--- src/rtl/pfg_pkg.sv ---
package pfg_pkg;

    typedef enum logic [1:0] {
        ST_DOWN    = 2'd0,
        ST_RECOVER = 2'd1,
        ST_RUN     = 2'd2,
        ST_DRAIN   = 2'd3
    } pfg_state_e;

    typedef struct packed {
        logic ce_n;
        logic we_n;
    } strobe_t;

    function automatic logic cell_bad(input logic swap, input logic sel,
                                      input logic low0, input logic low1);
        if (swap) begin
            return low0 | low1;
        end
        return sel ? low1 : low0;
    endfunction

endpackage

--- src/rtl/pfg_sync.sv ---
module pfg_sync #(
    parameter int W = 1,
    parameter logic [W-1:0] RST_VAL = '0
) (
    input  logic         clk,
    input  logic         rst,
    input  logic [W-1:0] d_i,
    output logic [W-1:0] q_o
);
    logic [W-1:0] meta;

    always_ff @(posedge clk) begin
        if (rst) begin
            meta <= RST_VAL;
            q_o  <= RST_VAL;
        end else begin
            meta <= d_i;
            q_o  <= meta;
        end
    end
endmodule

--- src/rtl/pfg_batt.sv ---
module pfg_batt (
    input  logic clk,
    input  logic rst,
    input  logic arm_i,
    input  logic run_i,
    input  logic ce_s_i,
    input  logic swap_i,
    input  logic sel_i,
    input  logic low0_i,
    input  logic low1_i,
    output logic supp_o
);
    import pfg_pkg::*;

    logic       bad_q;
    logic [1:0] cyc_q;
    logic       blk_q;
    logic       ce_prev_q;
    logic       ce_fall;

    assign ce_fall = ce_prev_q & ~ce_s_i;

    always_comb begin
        supp_o = (run_i && ce_fall && cyc_q == 2'd1 && bad_q) || (blk_q && !ce_s_i);
    end

    always_ff @(posedge clk) begin
        if (rst) begin
            bad_q     <= 1'b0;
            cyc_q     <= 2'd0;
            blk_q     <= 1'b0;
            ce_prev_q <= 1'b1;
        end else begin
            ce_prev_q <= ce_s_i;
            if (arm_i) begin
                bad_q <= cell_bad(swap_i, sel_i, low0_i, low1_i);
                cyc_q <= 2'd0;
                blk_q <= 1'b0;
            end else begin
                blk_q <= run_i && supp_o;
                if (run_i && ce_fall && cyc_q != 2'd2) begin
                    cyc_q <= cyc_q + 2'd1;
                end
            end
        end
    end
endmodule

--- src/rtl/pfg_seq.sv ---
module pfg_seq #(
    parameter int HOLD_CYC = 150,
    parameter int REC_CYC  = 15000000
) (
    input  logic clk,
    input  logic rst,
    input  logic sup_s_i,
    input  pfg_pkg::strobe_t stb_s_i,
    input  logic supp_i,
    output logic arm_o,
    output logic run_o,
    output logic ce_n_o,
    output logic we_n_o,
    output logic pf_n_o
);
    import pfg_pkg::*;

    localparam int HOLD_W = $clog2(HOLD_CYC + 1);
    localparam int REC_W  = $clog2(REC_CYC + 1);
    localparam logic [HOLD_W-1:0] HOLD_LAST = HOLD_W'(HOLD_CYC - 1);
    localparam logic [REC_W-1:0]  REC_LAST  = REC_W'(REC_CYC - 1);

    pfg_state_e        state_q;
    logic [HOLD_W-1:0] hold_q;
    logic [REC_W-1:0]  rec_q;
    logic              tmo;
    logic              ce_hold_nx;
    logic              we_hold_nx;

    always_comb begin
        tmo        = (hold_q == HOLD_LAST);
        ce_hold_nx = ce_n_o | stb_s_i.ce_n | tmo;
        we_hold_nx = we_n_o | stb_s_i.we_n | tmo;
        arm_o      = (state_q == ST_DOWN) && sup_s_i;
        run_o      = (state_q == ST_RUN);
    end

    always_ff @(posedge clk) begin
        if (rst) begin
            state_q <= ST_DOWN;
            hold_q  <= '0;
            rec_q   <= '0;
            ce_n_o  <= 1'b1;
            we_n_o  <= 1'b1;
            pf_n_o  <= 1'b0;
        end else begin
            pf_n_o <= sup_s_i;
            case (state_q)
                ST_DOWN: begin
                    ce_n_o <= 1'b1;
                    we_n_o <= 1'b1;
                    rec_q  <= '0;
                    if (sup_s_i) begin
                        state_q <= ST_RECOVER;
                    end
                end
                ST_RECOVER: begin
                    ce_n_o <= 1'b1;
                    we_n_o <= 1'b1;
                    if (!sup_s_i) begin
                        state_q <= ST_DOWN;
                    end else if (rec_q == REC_LAST) begin
                        state_q <= ST_RUN;
                    end else begin
                        rec_q <= rec_q + 1'b1;
                    end
                end
                ST_RUN: begin
                    ce_n_o <= stb_s_i.ce_n | supp_i;
                    we_n_o <= stb_s_i.we_n;
                    hold_q <= '0;
                    if (!sup_s_i) begin
                        state_q <= ST_DRAIN;
                    end
                end
                default: begin
                    ce_n_o <= ce_hold_nx;
                    we_n_o <= we_hold_nx;
                    if (!tmo) begin
                        hold_q <= hold_q + 1'b1;
                    end
                    if (ce_hold_nx && we_hold_nx) begin
                        state_q <= ST_DOWN;
                    end
                end
            endcase
        end
    end
endmodule

--- src/rtl/pfgate.sv ---
module pfgate #(
    parameter int CLK_MHZ = 100,
    parameter int HOLD_NS = 1500,
    parameter int REC_US  = 150000
) (
    input  logic clk,
    input  logic rst,
    input  logic supply_ok_i,
    input  logic ce_n_i,
    input  logic we_n_i,
    input  logic bat_swap_i,
    input  logic bat_sel_i,
    input  logic bat0_low_i,
    input  logic bat1_low_i,
    output logic ce_n_o,
    output logic we_n_o,
    output logic pf_n_o
);
    import pfg_pkg::*;

    localparam int HOLD_CYC = (CLK_MHZ * HOLD_NS + 999) / 1000;
    localparam int REC_CYC  = CLK_MHZ * REC_US;

    strobe_t stb_raw;
    strobe_t stb_s;
    logic    sup_s;
    logic    arm;
    logic    run;
    logic    supp;

    assign stb_raw.ce_n = ce_n_i;
    assign stb_raw.we_n = we_n_i;

    pfg_sync #(.W(2), .RST_VAL(2'b11)) u_sync_stb (
        .clk (clk),
        .rst (rst),
        .d_i (stb_raw),
        .q_o (stb_s)
    );

    pfg_sync #(.W(1), .RST_VAL(1'b0)) u_sync_sup (
        .clk (clk),
        .rst (rst),
        .d_i (supply_ok_i),
        .q_o (sup_s)
    );

    pfg_batt u_batt (
        .clk    (clk),
        .rst    (rst),
        .arm_i  (arm),
        .run_i  (run),
        .ce_s_i (stb_s.ce_n),
        .swap_i (bat_swap_i),
        .sel_i  (bat_sel_i),
        .low0_i (bat0_low_i),
        .low1_i (bat1_low_i),
        .supp_o (supp)
    );

    pfg_seq #(.HOLD_CYC(HOLD_CYC), .REC_CYC(REC_CYC)) u_seq (
        .clk     (clk),
        .rst     (rst),
        .sup_s_i (sup_s),
        .stb_s_i (stb_s),
        .supp_i  (supp),
        .arm_o   (arm),
        .run_o   (run),
        .ce_n_o  (ce_n_o),
        .we_n_o  (we_n_o),
        .pf_n_o  (pf_n_o)
    );
endmodule

--- config.mk ---
export PLATFORM = sky130hd
export DESIGN_NAME = pfgate
export DESIGN_NICKNAME = d
export VERILOG_FILES = /design/src/rtl/pfg_pkg.sv /design/src/rtl/pfg_sync.sv /design/src/rtl/pfg_batt.sv /design/src/rtl/pfg_seq.sv /design/src/rtl/pfgate.sv
export SDC_FILE = /design/constraint.sdc
export NUM_CORES = 1
export LEC_CHECK = 0
export BUFFER_PORTS_ARGS = -buffer_cell sky130_fd_sc_hd__clkbuf_2
export CAP_MARGIN = 5
export CELL_PAD_IN_SITES_DETAIL_PLACEMENT = 1
export CELL_PAD_IN_SITES_GLOBAL_PLACEMENT = 2
export CORE_ASPECT_RATIO = 1.75
export CORE_MARGIN = 2
export CORE_UTILIZATION = 37
export DETAILED_ROUTE_END_ITERATION = 6
export PLACE_DENSITY = 0.74
export SYNTH_ARGS = -nofsm -noshare
export SYNTH_HDL_FRONTEND = slang
export SYNTH_HIERARCHICAL = 1
export SYNTH_SLANG_ARGS = --single-unit
--- constraint.sdc ---
create_clock -name clk -period 2.8 [get_ports clk]
set_input_delay 0.56 -clock clk [delete_from_list [all_inputs] [get_ports clk]]
set_output_delay 0.56 -clock clk [all_outputs]
set_load 0.05 [all_outputs]
==> reports/results.txt, run 1 <==
The run finished with clean final reports. For this design the static power due to leakage is 0.8363 nW. IR analysis of the VDD net gives a maximum drop of 0.2648 mV. The number of buffers and inverters on the critical path is 0. Of all nets on the critical path, the largest fanout is 16. The core region is 6181 µm². The die width is 64.42 µm, and the clock tree buffer depth is 2.

For the wire length of the first global-routing pass, the log shows 10260 µm. The number of nets still failing antenna checks after routing came out at 0. Routability-driven placement finished with a final weighted congestion of 0.7266.

The register area is 960.9 µm². The final core area utilization came out at 42.19%. The logs give 2042 for the total vias in the final route and 761 for the number of filler instances in the final layout. For this run, the leading register cell type out of synthesis is sky130_fd_sc_hd__dfxtp_1. The routed wire length came out at 5942 µm. After synthesis, the cell types taking the most area are sky130_fd_sc_hd__dfxtp_1 (41%), sky130_fd_sc_hd__nor2_1 (4.1%), sky130_fd_sc_hd__a21oi_1 (3.6%). Dividing total power by cell area gives a power density of 468.9 nW/µm². TritonCTS built the clock tree. The count of hold buffers inserted by post-cts repair was 0.

After routing the design area is 2608 µm². The share of the synthesized area in the top cell type came out at 40.66%. In the layout the commonest cells are sky130_fd_sc_hd__dfxtp_1 (48), sky130_fd_sc_hd__nor2_1 (26), sky130_fd_sc_hd__nand2_1 (19). The measured slew at the worst slew-check pin is 753.4 ps. Setup violations remaining at the end of the flow were counted as 0. Gates resized during post-CTS repair numbered 0. The initialized floorplan defines 38 standard-cell rows. The largest net degree at the start of global routing came out at 33. Subtracting the final worst setup slack from the clock period gives 2353 ps. CTS placed an instance of sky130_fd_sc_hd__clkbuf_8 at the clock tree root. The repair_antennas step left the layout with diodes totalling 0.

The tightest min-delay check is of the flip-flop to flip-flop type. Setup repair after global routing left no endpoint under its margin. The fraction of layout instances using a drive strength above 1 works out to 14.93%. The post-synthesis average cell area came out at 8.658 µm². The count of different cell masters after synthesis is 57, and the clock latency at the later pin of the worst-skew pair is 310 ps. For the number of max-cap violations, the log shows 0. On the worst path, the slowest cell contributes a delay of 680 ps.

The floorplan step set the die height to 109.7 µm. Relative to the synthesized area, the layout overhead comes to 10.32%. For this run, design rule violations remaining after detail routing come to 0. The tools report the clock buffer count from CTS as 5. Traced cell by cell, the critical path runs through ha_1 -> nand3_2 -> or4_1 -> o21ai_4 -> nand2b_1 -> o22ai_1.

STA puts the critical path data arrival time at 2590 ps. The fraction of the cycle the final worst path needs works out to 84.02%. Leaving out fill and tap cells, the most frequent cell in the layout is sky130_fd_sc_hd__dfxtp_1. Using the TritonRoute via totals, the vias-per-cell ratio works out to 5.549. Summed over all instances, the cell type with the most area after synthesis is sky130_fd_sc_hd__dfxtp_1. The via count of the first global-routing pass was 2112.

The run gives 1304 µm² as the multi-input logic area. The initial standard-cell utilization of the core is 38.24%. STA classifies the critical path startpoint as a flip-flop.

The share of synthesized flip-flops with an asynchronous set or reset was 0%; the top-level port count was 12. The number of enable-type register cells in the synthesized netlist is 0. The post-synth design cell area came out at 2364 µm². Initial antenna violation count: 0.

The share of the Yosys chip area taken by registers is 40.66%. The slowest stage of the critical path is the sky130_fd_sc_hd__or4_1 cell. In this run the cell area measured after placement is 2510 µm². After technology mapping, the gate count stands at 273. For the worst setup path, the data required time is 3040 ps. The count of state elements after synthesis was 48; the synthesized net count was 287. Dividing the detail-routed wire length by the instance count gives 16.15 µm. In this design, the largest share of critical-path delay is due to simple AND/OR/NAND/NOR gates. The worst setup path is captured at a flip-flop.

The top achievable clock speed came out at 425.1 MHz. The worst pin sits at a relative slew slack of 49.67%. Clock tree synthesis found a total of 48 sinks.

The number of setup buffers added after CTS is 0. Post-CTS clock slew at the launch and capture registers of the worst setup and hold paths: 90 ps. The tools report the final hold violation count as 0. The Yosys step of the flow raised 6 warnings. The number of detailed-routing iterations run before antenna repair came out at 4. CTS built an H-tree with a depth of 2.

The setup skew after layout is 6.612 ps, and the net total in the final layout is 301. The count of routing violations after the opening detailed-route iteration came out at 78. The tools report the aggregate global routing overflow as 0.

The final HPWL from detailed placement was 4457 µm; the overall track demand over capacity in global routing was 19.08%. The setup path with the least slack is of type flip-flop to flip-flop. The die area was 7068 µm²; the number of buffers added on ports was 11.

Setup total negative slack on the finished layout was measured at 0 ps. The max-slew violation count was 0.
-- registers in the layout (all words and copies together) (netlist names) --
signal and flops:
u_seq/rec_q 24, u_seq/hold_q 8, u_batt/cyc_q 2, u_seq/state_q 2, u_sync_stb/meta 2, u_sync_stb/q_o 2
u_batt/bad_q 1, u_batt/blk_q 1, u_batt/ce_prev_q 1, u_seq/ce_n_o 1, u_seq/pf_n_o 1, u_seq/we_n_o 1
u_sync_sup/meta 1, u_sync_sup/q_o 1
-- stage by stage --
step / worst slack (ps) / hold WS, ps / power (mW) / cells
floorplan: 719.5 / 383.2 / 0.7668 / 273
global placement: 506.8 / 394.5 / 0.7931 / 360
detailed placement: 441.1 / 399.9 / 0.7935 / 360
CTS: 416.8 / 400.4 / 1.254 / 368
global route: 295.2 / 400.9 / 1.291 / 368
finish: 447.4 / 416.6 / 1.223 / 368
-- synth_stat cells, drive strengths merged (2+ instances only) --
cell,n
a21boi,2
a21oi,17
a22oi,3
a2bb2oi,2
a31oi,2
a41oi,2
and2,2
and3,6
buf,3
clkbuf,6
dfxtp,48
ha,5
inv,14
mux2,5
nand2,19
nand2b,9
nand3,9
nand4,9
nand4b,2
nor2,27
nor2b,3
nor3,6
nor4,4
nor4b,2
o211ai,5
o21ai,15
o22ai,4
o32ai,3
or2,6
or3,9
xnor2,3
xor2,6
-- cell type report --
cell class | count | share of cell area [%]
timing repair buffer | 16 | 3.551
multi-input combinational | 202 | 50.00
inverter | 14 | 2.015
tap | 80 | 3.839
clock inverter | 2 | 0.5758
clock buffer | 6 | 3.167
sequential | 48 | 36.85
-- per-layer routing --
metal  track usage, %  wire length, µm  part of all wire (%)  vias up
li1                 -                -                     -     1013
met1            19.26             2300                    39     1008
met5                0                0                     0        -
met3            3.378               91                   1.5        9
met2            37.13             3409                    57       12
met4            8.815              141                   2.4        0
-- final timing paths --
path | slack (ps) | depth (start not counted) | start | endpoint
max | 450 | 6 | u_seq/rec_q[0] | u_seq/rec_q[1]
min | 420 | 1 | u_sync_stb/meta[1] | u_sync_stb/q_o[1]
max reg2reg | 450 | 6 | u_seq/rec_q[0] | u_seq/rec_q[1]
min reg2reg | 420 | 1 | u_sync_stb/meta[1] | u_sync_stb/q_o[1]
-- power breakdown --
group	internal, mW	total (mW)	switching, mW	leakage, nW
registers	0.691	0.698	0.00706	0.389
clock network	0.200	0.447	0.247	0.0434
logic	0.0280	0.0774	0.0494	0.404
total	0.919	1.22	0.303	0.836
-- cell families (layout without fill, tap and decap cells) --
family | count (synthesis) | after routing | share of synthesized area (%)
buffers and inverters | 23 | 38 | 4.182
adder cells (fa/ha/maj) | 5 | 5 | 2.647
flip-flops | 48 | 48 | 40.66
AO/OA/AOI/OAI | 63 | 63 | 18.63
multiplexers | 6 | 6 | 2.806
XOR/XNOR | 9 | 9 | 3.335
AND/OR/NAND/NOR | 119 | 119 | 27.74
No activity file was read; power rests on OpenSTA's default activity.
==> run 2, diff against run 1 <==
Settings changed: ABC_AREA set to 1, CORE_UTILIZATION 37 to 30, PLACE_DENSITY 0.74 to 0.71.
Clock period 2.8 ns to 2.16 ns, I/O delays scaled along.
==> reports/results.txt, run 2 <==
The setup slack after layout was 250.4 ps (was 447.4 ps). Final critical delay including setup and external delays: 1910 ps (was 2353 ps). The tools report the final routed DRC violation total as 0 (unchanged). Max-slew violation count: 0 (unchanged).

The H-tree depth was 2 (unchanged). For the required time of the critical path, the log shows 2390 ps (was 3040 ps). The type of the worst setup path was flip-flop to flip-flop (unchanged).

The number of standard cells after synthesis came out at 429 (was 273). TritonCTS built the clock tree. Post-CTS clock slew at the launch and capture registers of the worst setup and hold paths: 70 ps (was 90 ps). The fraction of layout instances using a drive strength above 1 was 11.26% (was 14.93%).

Synthesis-to-finish area growth: 15.87% (was 10.32%). Core area: 8727 µm² (was 6181 µm²). The run gives 45 (was 38) as the standard-cell row count. The met3 track demand over resource in global routing is 2.934% (was 3.378%). The most used flip-flop cell after synthesis is sky130_fd_sc_hd__dfxtp_1 (unchanged). The number of detailed-routing iterations run before antenna repair is 4 (unchanged).

Setup repair after global routing left no endpoint under its margin. Number of filler instances in the final layout: 1168 (was 761). For the post-cts gate resize count, the log shows 1 (was 0).

The commonest non-fill, non-tap cell in the layout is sky130_fd_sc_hd__nand2_1 (was sky130_fd_sc_hd__dfxtp_1). The cell with the most instances after synthesis is sky130_fd_sc_hd__nand2_1 (was sky130_fd_sc_hd__dfxtp_1). Aggregate global routing overflow: 0 (unchanged). The vias per cell is 4.774 (was 5.549), and the count of different cell masters after synthesis is 30 (was 57).

For the total vias in the final route, the log shows 2721 (was 2042). The tools report the tightest slew margin relative to the limit as 55.64% (was 49.67%). Top post-synthesis cells by count: sky130_fd_sc_hd__nand2_1 (107), sky130_fd_sc_hd__nor2_1 (66), sky130_fd_sc_hd__inv_1 (58), sky130_fd_sc_hd__dfxtp_1 (48), sky130_fd_sc_hd__nand3_1 (45) (was sky130_fd_sc_hd__dfxtp_1 (48), sky130_fd_sc_hd__nor2_1 (26), sky130_fd_sc_hd__nand2_1 (19), sky130_fd_sc_hd__a21oi_1 (17), sky130_fd_sc_hd__inv_1 (14)). The clock sink count was 48 (unchanged). Master cell of the clock root buffer: sky130_fd_sc_hd__clkbuf_16 (was sky130_fd_sc_hd__clkbuf_8). Biggest regs: u_seq/rec_q x24, u_seq/hold_q x8 (unchanged). The tools report the die area as 9848 µm² (was 7068 µm²). Cell taking the most area after synthesis: sky130_fd_sc_hd__dfxtp_1 (unchanged). Share of the synthesized area in the top cell type: 35.42% (was 40.66%). The highest-delay cell along the critical path is sky130_fd_sc_hd__dfxtp_1 (was sky130_fd_sc_hd__or4_1). The number of buffers added on ports is 11 (unchanged), and the yosys synthesis warning count is 6 (unchanged). For the number of nets still failing antenna checks after routing, the log shows 0 (unchanged). The overall track demand over capacity in global routing is 18.82% (was 19.08%), and the reported leakage power is 1.241 nW (was 0.8363 nW). The logs give -77.37 ps (was 441.1 ps) for the minimum setup slack after placement and 443 (was 287) for the synthesized net count. The tools report the kind of start point of the critical path as a flip-flop (unchanged).

Top achievable clock speed: 523.7 MHz (was 425.1 MHz). The overall power of the completed layout was 2.533 mW (was 1.223 mW); the buffering stage count on the worst path with inverters included was 2 (was 0). The routed length per instance was 14.59 µm (was 16.15 µm). The total power density per cell area came out at 806.1 nW/µm² (was 468.9 nW/µm²).

For the clock tree buffer depth, the log shows 2 (unchanged). Most flop-heavy register: u_seq/rec_q (unchanged). The run gives 0.8213 (was 0.7266) as the final weighted congestion of routability-driven global placement.

The top-level port count is 12 (unchanged), and the net total in the final layout is 466 (was 301). The final hold violation count was 0 (unchanged). The die width was 75.88 µm (was 64.42 µm); the global-route track usage on met2 was 37.32% (was 37.13%). The fraction of the cycle the final worst path needs was 88.41% (was 84.02%); the initial standard-cell utilization of the core was 31.08% (was 38.24%). The logs give 64 (was 78) for the count of routing violations after the opening detailed-route iteration and 2713 µm² (was 2364 µm²) for the post-synth design cell area.

The antenna diode instance count was 0 (unchanged). The via count of the first global-routing pass came out at 2938 (was 2112). Crit-path cells: ha_1 -> nand3_2 -> nor2_4 -> inv_1 -> nor2_2 -> nand2_2 -> nand2_4 -> buf_4 -> nand3_1 -> a21oi_1 (was ha_1 -> nand3_2 -> or4_1 -> o21ai_4 -> nand2b_1 -> o22ai_1). The number of enable-type register cells in the synthesized netlist was 0 (unchanged); the share of synthesized flip-flops with an asynchronous set or reset was 0% (unchanged). The stage delay of the slowest cell on the critical path is 400 ps (was 680 ps), and the initial antenna violation count is 0 (unchanged). The measured slew at the worst slew-check pin was 664.7 ps (was 753.4 ps); the number of setup buffers added after CTS was 0 (unchanged).

The post-synthesis average cell area was 6.323 µm² (was 8.658 µm²); the number of max-cap violations was 0 (unchanged). The final hold slack was 319.3 ps (was 416.6 ps). The multi-input logic area is 1464 µm² (was 1304 µm²), and the number of endpoints failing setup at the final stage is 0 (unchanged). The endpoint arrival time on the critical path came out at 2140 ps (was 2590 ps). The count of hold buffers inserted by post-cts repair was 0 (unchanged); the die height was 129.8 µm (was 109.7 µm). The routed wire length is 8319 µm (was 5942 µm). For the register area, the log shows 960.9 µm² (unchanged).

The worst min-delay path class is primary input to flip-flop (was flip-flop to flip-flop). Maximum fanout count along the critical path: 12 (was 16). The flow ran to the end, and the final reports show no timing, DRC or antenna violations.

The wire length of the first global-routing pass was 13880 µm (was 10260 µm); the largest net degree at the start of global routing was 19 (was 33). The post-synthesis sequential area ratio came out at 35.42% (was 40.66%). The setup skew after layout was 4.323 ps (was 6.612 ps). The family of cells with the greatest summed delay on the critical path was simple AND/OR/NAND/NOR gates (unchanged). For the maximum resistive drop on vdd, the log shows 0.4148 mV (was 0.2648 mV). The clock buffer count from CTS is 5 (unchanged). Synth area leaders: sky130_fd_sc_hd__dfxtp_1 (35%), sky130_fd_sc_hd__nand2_1 (15%), sky130_fd_sc_hd__nor2_1 (9.1%) (was sky130_fd_sc_hd__dfxtp_1 (41%), sky130_fd_sc_hd__nor2_1 (4.1%), sky130_fd_sc_hd__a21oi_1 (3.6%)).

The routing layer with the top usage in global route was met2 (unchanged). The count of state elements after synthesis was 48 (unchanged). Top library cells by usage in the layout, fill and taps aside: sky130_fd_sc_hd__nand2_1 (107), sky130_fd_sc_hd__nor2_1 (65), sky130_fd_sc_hd__inv_1 (58) (was sky130_fd_sc_hd__dfxtp_1 (48), sky130_fd_sc_hd__nor2_1 (26), sky130_fd_sc_hd__nand2_1 (19)). The flip-flop count of the largest register after layout is 24 (unchanged).

The clock latency at the later pin of the worst-skew pair was 300 ps (was 310 ps); the met1 track demand over resource in global routing was 18.31% (was 19.26%). The tools report the endpoint kind of the worst setup timing path as a flip-flop (unchanged). The tools report the final HPWL from detailed placement as 6384 µm (was 4457 µm).
## run 2: cell count changes in the layout (fill, tap and decap cells not counted), sizes merged, moves of 5 or more
cell	delta
inv	+47
mux2	-5
and3	-6
nand3	+37
nand2b	-9
nor2	+43
o21ai	+7
nand2	+93
buf	+9
o211ai	-5
a21oi	+15
or3	-9
## run 2: worst register-to-register path, cell delays in order, from the launching register on
cell,delay [ps]
sky130_fd_sc_hd__dfxtp_1,400
sky130_fd_sc_hd__ha_1,230
sky130_fd_sc_hd__nand3_2,130
sky130_fd_sc_hd__nor2_4,200
sky130_fd_sc_hd__inv_1,80
sky130_fd_sc_hd__nor2_2,90
sky130_fd_sc_hd__nand2_2,90
sky130_fd_sc_hd__nand2_4,160
sky130_fd_sc_hd__buf_4,220
sky130_fd_sc_hd__nand3_1,80
sky130_fd_sc_hd__a21oi_1,160
## run 2: path summary, 6_finish.rpt
kind	start	end	slack (ps)	cells past startpoint
worst max-delay path	u_seq/rec_q[0]	u_seq/rec_q[10]	250	10
worst min-delay path	we_n_i	u_sync_stb/meta[0]	320	3
worst max register to register	u_seq/rec_q[0]	u_seq/rec_q[10]	250	10
worst min register to register	u_sync_sup/meta	u_sync_sup/q_o	410	2
## run 2: cell type report
class                           count  share of cell area [%]
Inverter                           61                   7.285
Tap cell                          117                   4.658
Clock inverter                      1                  0.9554
Sequential cell                    48                   30.57
Timing Repair Buffer               25                   5.096
Multi-Input combinational cell    311                   46.58
Clock buffer                        7                   4.857
## run 2: power by group
group / internal (mW) / leakage, nW / switching (mW)
logic: 0.173 / 0.762 / 0.433
clock network: 0.611 / 0.0901 / 0.365
registers: 0.926 / 0.389 / 0.0258
## run 2: cell families after synthesis
| family | share of synthesized area [%] |
|---|---|
| and+or+nand+nor | 39.02 |
| buffers and inverters | 10.70 |
| xor gates and xnor gates | 0.9688 |
| DFF | 35.42 |
| adders and majority gates | 2.306 |
| AOI/OAI and AO/OA | 11.58 |
## run 2: routing by layer
metal,vias up,part of all wire (%)
li1,1406,-
met1,1289,39
met2,16,58
met3,10,1.2
met4,0,2.1
met5,-,0
## run 2: through the flow
stage / TNS [ps] / instance area, µm² / util, % / instances
2_1_floorplan: 0 / 2713 / - / 429
3_3_place_gp: 0 / 2958 / 33.89 / 562
3_5_place_dp: -129.5 / 2958 / 33.89 / 562
4_1_cts: 0 / 3143 / 36.01 / 570
5_1_grt: 0 / 3143 / 36.01 / 570
6_report: 0 / 3143 / 36.01 / 570
